--- src/rtl/serializer_pkg.sv ---
package serializer_pkg;
  // Strobes from control to datapath; at most one is set in a cycle.
  typedef struct packed {
    logic capture;  // take the parallel word
    logic advance;  // move the word one stage toward the pin
  } serStrobe_t;
endpackage

--- src/rtl/serializer_ctrl.sv ---
module serializer_ctrl
  import serializer_pkg::*;
#(
  parameter int WIDTH = 10
) (
  input  logic       clk,
  input  logic       rst_n,
  input  logic       loadIn,
  input  logic       shiftStep,
  output serStrobe_t strobe,
  output logic       wordDone
);
  localparam int CW = $clog2(WIDTH + 1);
  localparam logic [CW-1:0] LAST_STEP = CW'(WIDTH - 1);
  localparam logic [CW-1:0] FULL = CW'(WIDTH);

  logic [CW-1:0] stepCnt;
  logic          doneQ;

  // A load takes priority over a step in the same cycle.
  always_comb begin
    strobe.capture = loadIn;
    strobe.advance = shiftStep & ~loadIn;
  end

  always_ff @(posedge clk or negedge rst_n) begin
    if (!rst_n) begin
      stepCnt <= '0;
      doneQ   <= 1'b0;
    end else if (strobe.capture) begin
      stepCnt <= '0;
      doneQ   <= 1'b0;
    end else if (strobe.advance && stepCnt != FULL) begin
      stepCnt <= stepCnt + 1'b1;
      if (stepCnt == LAST_STEP) doneQ <= 1'b1;
    end
  end

  assign wordDone = doneQ;

  // the flag and the step count agree
  assert_done_count_R8: assert property (@(posedge clk) disable iff (!rst_n)
    doneQ == (stepCnt == FULL));
  // a load clears the flag in the next cycle
  assert_load_clears_R8: assert property (@(posedge clk) disable iff (!rst_n)
    loadIn |=> !doneQ);
  // a step never reaches the datapath in a load cycle
  assert_load_priority_R3: assert property (@(posedge clk) disable iff (!rst_n)
    !(strobe.capture && strobe.advance));
  // a load restarts the count
  assert_count_restart_R7: assert property (@(posedge clk) disable iff (!rst_n)
    loadIn |=> stepCnt == '0);
endmodule

--- src/rtl/serializer_datapath.sv ---
module serializer_datapath
  import serializer_pkg::*;
#(
  parameter int WIDTH = 10
) (
  input  logic             clk,
  input  logic             rst_n,
  input  serStrobe_t       strobe,
  input  logic [WIDTH-1:0] parIn,
  output logic             msbBit
);
  logic [WIDTH-1:0] stageQ;
  logic [WIDTH-1:0] stageD;

  generate
    for (genvar i = 0; i < WIDTH; i++) begin : g_stage
      logic chainIn;
      if (i == 0) begin : g_tail
        // The tail feeds back on itself, so the final bit repeats.
        assign chainIn = stageQ[0];
      end else begin : g_link
        assign chainIn = stageQ[i-1];
      end
      always_comb begin
        if (strobe.capture)      stageD[i] = parIn[i];
        else if (strobe.advance) stageD[i] = chainIn;
        else                     stageD[i] = stageQ[i];
      end
    end
  endgenerate

  always_ff @(posedge clk or negedge rst_n) begin
    if (!rst_n) stageQ <= '0;
    else        stageQ <= stageD;
  end

  assign msbBit = stageQ[WIDTH-1];

  // a capture holds the parallel word one cycle later
  assert_capture_R2: assert property (@(posedge clk) disable iff (!rst_n)
    strobe.capture |=> stageQ == $past(parIn));
  // a step moves the next lower bit to the head
  assert_advance_R4: assert property (@(posedge clk) disable iff (!rst_n)
    strobe.advance |=> stageQ[WIDTH-1] == $past(stageQ[WIDTH-2]));
  // the tail keeps its value on a step
  assert_tail_hold_R5: assert property (@(posedge clk) disable iff (!rst_n)
    strobe.advance |=> stageQ[0] == $past(stageQ[0]));
  // an idle cycle changes no stage
  assert_idle_hold_R6: assert property (@(posedge clk) disable iff (!rst_n)
    !strobe.capture && !strobe.advance |=> $stable(stageQ));
endmodule

--- src/rtl/result_serializer.sv ---
module result_serializer
  import serializer_pkg::*;
#(
  parameter int WIDTH = 10
) (
  input  logic             clk,
  input  logic             rst_n,
  input  logic             loadIn,
  input  logic             shiftStep,
  input  logic [WIDTH-1:0] parIn,
  output logic             serOut,
  output logic             wordDone
);
  serStrobe_t strobe;
  logic       msbBit;

  serializer_ctrl #(.WIDTH(WIDTH)) u_ctrl (
    .clk(clk), .rst_n(rst_n), .loadIn(loadIn), .shiftStep(shiftStep),
    .strobe(strobe), .wordDone(wordDone)
  );

  serializer_datapath #(.WIDTH(WIDTH)) u_data (
    .clk(clk), .rst_n(rst_n), .strobe(strobe), .parIn(parIn), .msbBit(msbBit)
  );

  // Inverting pin buffer.
  assign serOut = ~msbBit;

  // the pin only moves after a load or a step
  assert_pin_stable_R6: assert property (@(posedge clk) disable iff (!rst_n)
    !loadIn && !shiftStep |=> $stable(serOut));
endmodule

--- config.mk ---
export PLATFORM = sky130hd
export DESIGN_NAME = result_serializer
export DESIGN_NICKNAME = d
export VERILOG_FILES = /design/src/rtl/serializer_pkg.sv /design/src/rtl/serializer_ctrl.sv /design/src/rtl/serializer_datapath.sv /design/src/rtl/result_serializer.sv
export SDC_FILE = /design/constraint.sdc
export NUM_CORES = 1
export LEC_CHECK = 0
export ABC_CLOCK_PERIOD_IN_PS = 1700
export BUFFER_PORTS_ARGS = -buffer_cell sky130_fd_sc_hd__buf_2
export CORE_MARGIN = 1
export CORE_UTILIZATION = 35
export DETAILED_ROUTE_END_ITERATION = 10
export GPL_ROUTABILITY_DRIVEN = 0
export PLACE_DENSITY_LB_ADDON = 0.12
export SLEW_MARGIN = 20
export SYNTH_ARGS = -nofsm -noshare
export SYNTH_HDL_FRONTEND = slang
export SYNTH_SLANG_ARGS = --single-unit
--- constraint.sdc ---
create_clock -name clk -period 1.7 [get_ports clk]
set_input_delay 0 -clock clk [delete_from_list [all_inputs] [get_ports clk]]
set_output_delay 0 -clock clk [all_outputs]
set_load 0.005 [all_outputs]
==> metrics.txt, run 1 <==
top-area cell type share of the netlist area 0.4769; antenna-violating nets left 0; RSZ-0062 raised after global routing no; Worst Path Arrival around 1.5 ns; DR pass1 iterations 1; WHS about 0.14 ns; initial antenna violation count 0; crit-path max FO 5; Final min period 1.345 ns; Syn Nets 86; GRT Overall Usage 0.1373; Via density 4.680; fmax roughly 0.74 GHz; gr ovfl total 0; Post-Synthesis Cells slightly below 70; Wirelength per Cell 11.84 um; Final Hold Fails 0; PortBufs 15; clk sinks 15; fin area about 1000 um^2; Area Overhead vs Synth 25.91%; Cell Area, Synth 787.0 um^2; die area between 0.002 and 0.0025 mm^2; Synth cell types 22; CP bufs+invs 1; pin count of the biggest net entering global routing 26; Hold Crit Endpoint u_ctrl.stepCnt[3]; hold path startpoint loadIn; dpl hpwl 898.2 um; final setup skew about 0.0036 ns; die span in x approximately 50 um; number of global-route vias before repair between 600 and 700; Worst path slowest cell dfrtp_1; CP endpoint kind register; io pins 16; Hold Path Depth 2; slowest stage delay, CP 0.44 ns; Setup Total Neg Slack 0 ns; reg2reg setup slack between 0.3 and 0.4 ns; diodes inserted 0; worst vdd ir about 420 uV; status completed; reg-to-reg critical path endpoint u_ctrl.wordDone; Setup crit start kind register; Initial DRC Count 0; Post-CTS Hold Fix Bufs 11; clock tree buffer depth 2; CP Data Required Time about 1.9 ns; first-pass GRT wire length roughly 2.4 mm; Die Span Y just under 50 um; R2R Path Start u_ctrl.stepCnt[0]; Max Cap Viol 0; Std-Cell Rows 16; crit-path leading delay family flip-flops; drt drc 0; Post-Route WL roughly 1.4 mm; CP cell instances inv_1 > ha_1 > and4bb_2 > a21oi_1 > nor2_1; post-synthesis area per instance 11.41 um^2; CTS Buf Count 3; post-CTS sizing 0; Synth area leaders dfrtp_1 48%, mux2i_1 11%, o21ai_0 5.7%; Reg clk slew, reported paths 0.09 ns; Core Util, Final 0.4853; commonest cells after routing, fill and taps aside 15 x buf_2, 15 x dfrtp_1, 11 x dlygate4sd3_1, 10 x nand2_1; Worst slew margin 0.6998; YS warnings 0; Placeable Area 0.002042 mm^2; sequential share of the synthesized area 0.4769; # nets final around 110; share of cells above drive strength 1 0.2737; Final Cycle Share 0.7909; CTS tree done; Clock Latency Late Sink around 0.28 ns; Overall Power 0.7292 mW; pwr dens 735.9 mW/mm^2; Worst-Margin Slew approximately 0.45 ns; via count 571; Initial Util 0.3854; Crit Path Class reg -> reg; Root Driver clkbuf_4; worst min-delay path category in -> reg; area post-placement between 800 and 900 um^2; H-tree levels 1; Reg2Reg Depth 5; LEAKAGE between 0.5 and 0.6 nW; FF+latch count, synth 15; Max Slew Vio Count 0; area leader, netlist dfrtp_1; Final setup viols 0; Setup Fix Bufs, Post-CTS 0
worst register-to-register path: stages (launching register included):
cell	delay [ns]
dfrtp_1	0.44
inv_1	0.11
ha_1	0.23
and4bb_2	0.25
a21oi_1	0.13
nor2_1	0.06
where the power goes:
part | internal [mW] | switching [mW]
Sequential | 0.386 | 0.0198
Combinational | 0.0630 | 0.0556
Clock | 0.0909 | 0.114
Total | 0.539 | 0.190
logic make-up after synthesis:
logic type               synth area share
AND/OR/NAND/NOR                    0.1256
AO/OA/AOI/OAI                      0.1431
flip-flops                         0.4769
multiplexers                       0.1288
buffers and inverters             0.06677
adder cells (fa/ha/maj)           0.04770
XOR/XNOR                          0.01113
through the flow:
| stage | setup WS (ns) | cells |
|---|---|---|
| finish | 0.3554 | 122 |
| global route | 0.2671 | 122 |
| CTS | 0.3522 | 122 |
| detailed placement | 0.3711 | 107 |
| global placement | 0.4047 | 107 |
| floorplan | 0.4584 | 69 |
how the worst max path moves through the flow:
stage                     depth (start not counted)  slack (ns)              end         startpoint
after CTS                                         5        0.35  u_ctrl.wordDone  u_ctrl.stepCnt[0]
after floorplan                                   5        0.46  u_ctrl.wordDone  u_ctrl.stepCnt[0]
after detailed placement                          5        0.37  u_ctrl.wordDone  u_ctrl.stepCnt[0]
after global routing                              5        0.27  u_ctrl.wordDone  u_ctrl.stepCnt[0]
after global placement                            5        0.40  u_ctrl.wordDone  u_ctrl.stepCnt[0]
final                                             5        0.36  u_ctrl.wordDone  u_ctrl.stepCnt[0]
registers in the layout (all words and copies together), names as in the netlist:
| name | count |
|---|---|
| u_ctrl.wordDone | 1 |
| u_data.stageQ | 10 |
| u_ctrl.stepCnt | 4 |
routing by layer:
| layer | up-vias | GRT usage | routed length [um] | share of wire |
|---|---|---|---|---|
| met1 | 269 | 0.1448 | 660 | 0.46 |
| met2 | 10 | 0.2443 | 726 | 0.50 |
| met4 | 0 | 0.05714 | 13 | 0.0090 |
| met3 | 2 | 0.04984 | 44 | 0.030 |
| met5 | - | 0 | 0 | 0 |
| li1 | 290 | - | - | - |
Yosys cell counts:
library cell / n
a211o_1: 1
a211oi_2: 1
a21oi_1: 1
a21oi_2: 2
a311oi_2: 1
a31o_1: 1
and4bb_2: 1
buf_12: 1
buf_2: 2
buf_6: 1
dfrtp_1: 15
ha_1: 3
inv_1: 3
mux2_2: 1
mux2i_1: 9
nand2_1: 10
nand2_4: 1
nand3b_4: 1
nand4_1: 1
nor2_1: 3
o21ai_0: 9
xor2_1: 1
cell type report:
class                      instances  area, um^2
fill                             213        1051
multi-input combinational         47       359.1
inverter                           3       11.26
timing repair buffer              26       185.2
clock buffer                       4       26.28
sequential                        15       375.4
tap                               27       33.78
Note: power is estimated with default switching activity, not from simulation.
==> run 2: changes to the inputs <==
--- a/config.mk
+++ b/config.mk
@@ -5,7 +5,8 @@
 export SDC_FILE = /design/constraint.sdc
 export NUM_CORES = 1
 export LEC_CHECK = 0
-export ABC_CLOCK_PERIOD_IN_PS = 1700
+export ABC_AREA = 1
+export ABC_CLOCK_PERIOD_IN_PS = 1200
 export BUFFER_PORTS_ARGS = -buffer_cell sky130_fd_sc_hd__buf_2
 export CORE_MARGIN = 1
 export CORE_UTILIZATION = 35
==> constraint.sdc (replaced) <==
create_clock -name clk -period 1.2 [get_ports clk]
set_input_delay 0 -clock clk [delete_from_list [all_inputs] [get_ports clk]]
set_output_delay 0 -clock clk [all_outputs]
set_load 0.005 [all_outputs]
==> metrics.txt, run 2 <==
CP bufs+invs 1 (unchanged); Worst slew margin 0.7428 (was 0.6998); reg2reg setup slack 0.06 ns (was 0.36 ns); dpl cells 126 (was 107); die area 0.002256 mm^2 (was 0.002442 mm^2); Post-Route WL 1.409 mm (was 1.445 mm); CTS tree done (unchanged); Worst path slowest cell dfrtp_1 (unchanged); fin area 983.4 um^2 (was 991.0 um^2); Setup WS post-layout 0.06153 ns (was 0.3554 ns); sw frac 0.2664 (was 0.2602); pwr dens 1048 mW/mm^2 (was 735.9 mW/mm^2); Final Cycle Share 0.9487 (was 0.7909); Setup Total Neg Slack 0 ns (unchanged); diodes inserted 0 (unchanged); YS warnings 0 (unchanged); first-pass GRT wire length 2.311 mm (was 2.442 mm); worst vdd ir 624.3 uV (was 421.5 uV); max reg flops 10 (unchanged); count leader, synth nand2_1 (was dfrtp_1); commonest non-fill, non-tap cell in the layout nand2_1; Post-synth EDFFs 0 (unchanged); Placeable Area 0.001962 mm^2 (was 0.002042 mm^2); number of global-route vias before repair 544 (was 601); sequential share of the synthesized area 0.5181 (was 0.4769); Finished Layout Cells 142 (was 122); Via density 4.415 (was 4.680); sw power 0.2745 mW (was 0.1898 mW); die span in x 47.50 um (was 49.42 um); dpl hpwl 960.8 um (was 898.2 um); Crit Path Class reg -> reg (unchanged); Post-Synthesis Cells 85 (was 69); via count 627 (was 571); CP endpoint kind register (unchanged); clk sinks 15 (unchanged); Final setup viols 0 (unchanged); Root Driver clkbuf_4 (unchanged); Die Span Y 47.50 um (was 49.42 um); Final Hold Fails 0 (unchanged); CTS Buf Count 3 (unchanged); Final min period 1.138 ns (was 1.345 ns); Std-Cell Rows 16 (unchanged); commonest cells after routing, fill and taps aside 33 x nand2_1, 15 x buf_2, 15 x dfrtp_1, 11 x nand3_1, 11 x dlygate4sd3_1 (was 15 x buf_2, 15 x dfrtp_1, 11 x dlygate4sd3_1, 10 x nand2_1); # nets final 133 (was 113); top-area cell type share of the netlist area 0.5181 (was 0.4769); LEAKAGE 0.4939 nW (was 0.5008 nW); antenna-violating nets left 0 (unchanged); sequential power share 0.557 (was 0.556); drt drc 0 (unchanged); pre-CTS setup slack -0.006284 ns (was 0.3711 ns); Synth top cells by count 34 x nand2_1, 15 x dfrtp_1, 11 x nand3_1, 8 x inv_1, 3 x ha_1 (was 15 x dfrtp_1, 10 x nand2_1, 9 x mux2i_1, 9 x o21ai_0); initial antenna violation count 0 (unchanged); post-synthesis area per instance 8.523 um^2 (was 11.41 um^2); crit-path leading delay family flip-flops (unchanged); H-tree levels 1 (unchanged); Clock Power Share 0.276 (was 0.281); WHS 0.06146 ns (was 0.1410 ns); Hold Path Depth 2 (unchanged); FFs w/ async S/R, synth 1.000 (unchanged); Max Cap Viol 0 (unchanged); Initial DRC Count 9 (was 0); Reg clk slew, reported paths 0.09 ns (about the same); fmax 0.8784 GHz (was 0.7437 GHz); Cell Area, Synth 724.4 um^2 (was 787.0 um^2); area post-placement 828.3 um^2 (was 854.6 um^2); Area Overhead vs Synth 35.75% (was 25.91%); register bank with the most flops u_data.stageQ (unchanged); CP Depth 6 (was 5); slowest stage delay, CP 0.44 ns (about the same); reg-to-reg critical path endpoint u_ctrl.wordDone (unchanged); Synth cell types 17 (was 22); Comb pwr share 0.167 (was 0.163); Setup crit start kind register (unchanged); crit-path max FO 5 (unchanged); io pins 16 (unchanged); clock tree buffer depth 2 (unchanged); Worst Path Arrival 1.35 ns (was 1.50 ns); hold path startpoint loadIn (unchanged); Main synth FF type dfrtp_1 (unchanged); Internal 0.7558 mW (was 0.5395 mW); share of cells above drive strength 1 0.2435 (was 0.2737); gr ovfl total 0 (unchanged); Reg2Reg Depth 6 (was 5); R2R Path Start u_ctrl.stepCnt[1] (was u_ctrl.stepCnt[0]); pin count of the biggest net entering global routing 16 (was 26); status completed (unchanged); Hold Crit Endpoint u_ctrl.wordDone (was u_ctrl.stepCnt[3]); CP cell instances ha_1 > nand3_1 > nand2_4 > inv_2 > nand2_1 > a21oi_2 (was inv_1 > ha_1 > and4bb_2 > a21oi_1 > nor2_1); Wirelength per Cell 9.923 um (was 11.84 um); DR pass1 iterations 4 (was 1); area leader, netlist dfrtp_1 (unchanged); Worst-Margin Slew 0.3854 ns (was 0.4503 ns); GRT Overall Usage 0.1507 (was 0.1373); Max Slew Vio Count 0 (unchanged); CP Data Required Time 1.42 ns (was 1.86 ns); final setup skew 0.003058 ns (was 0.003597 ns); RSZ-0062 raised after global routing yes (was no); Clock Latency Late Sink 0.28 ns (about the same); Synth area leaders dfrtp_1 52%, nand2_1 18%, nand3_1 7.6% (was dfrtp_1 48%, mux2i_1 11%, o21ai_0 5.7%); Initial Util 0.3693 (was 0.3854); FF+latch count, synth 15 (unchanged); PortBufs 15 (unchanged); Syn Nets 102 (was 86); worst min-delay path category in -> reg (unchanged)
[run 2: cell count changes in the layout (fill, tap and decap cells not counted), sizes merged, moves of 2 or more]
cell	change
o21ai	-8
inv	+6
a21oi	-2
nand2	+24
nand3	+11
mux2i	-9
o22ai	+2
[run 2: how the worst max path moves through the flow]
stage	slack, ns	endpoint	startpoint
after floorplan	0.10	u_ctrl.wordDone	u_ctrl.stepCnt[0]
after global placement	0.04	u_ctrl.stepCnt[1]	u_ctrl.stepCnt[0]
after detailed placement	-0.006	u_ctrl.stepCnt[2]	u_ctrl.stepCnt[0]
after CTS	0.05	u_ctrl.stepCnt[0]	u_ctrl.stepCnt[0]
after global routing	0.006	u_ctrl.wordDone	u_ctrl.stepCnt[1]
final	0.06	u_ctrl.wordDone	u_ctrl.stepCnt[1]
[run 2: timing repair]
action / CTS / global route
buffers inserted: 1 / 0
hold buffers: 11 / 0
setup endpoints to repair: 4 / 3
resized for setup: 0 / 4
endpoints found under the hold margin: 25 / 0
[run 2: layout make-up]
cell class | instances | area [um^2]
clock inverter | 1 | 5.005
tap | 27 | 33.78
inverter | 9 | 33.78
timing repair buffer | 27 | 196.4
sequential | 15 | 375.4
multi-input combinational | 60 | 316.6
fill | 210 | 978.4
clock buffer | 3 | 22.52
[run 2: kinds of logic after synthesis]
kind of cell,Yosys count,share of synthesized area
simple gates,51,0.3178
flops,15,0.5181
buf+inv,10,0.05353
compound gates,5,0.04663
fa+ha+maj,3,0.05182
xor+xnor,1,0.01209
[run 2: metal layers]
metal,track usage,part of all wire,vias up
met2,0.2219,0.44,10
met4,0.05143,0.0057,0
li1,-,-,333
met5,0,0,-
met1,0.2109,0.52,282
met3,0.04528,0.029,2
[run 2: power groups by stage]
stage	registers (mW)	logic [mW]	clock network [mW]
CTS	0.573	0.169	0.306
finish	0.574	0.172	0.284
global placement	0.585	0.130	0
global route	0.581	0.198	0.332
floorplan	0.579	0.0802	0
detailed placement	0.586	0.134	0
[run 2: per-stage QoR]
stage / utilization / power, mW
2_1_floorplan: - / 0.6593
3_3_place_gp: 0.4222 / 0.7147
3_5_place_dp: 0.4222 / 0.7199
4_1_cts: 0.4962 / 1.049
5_1_grt: 0.5013 / 1.111
6_report: 0.5013 / 1.030
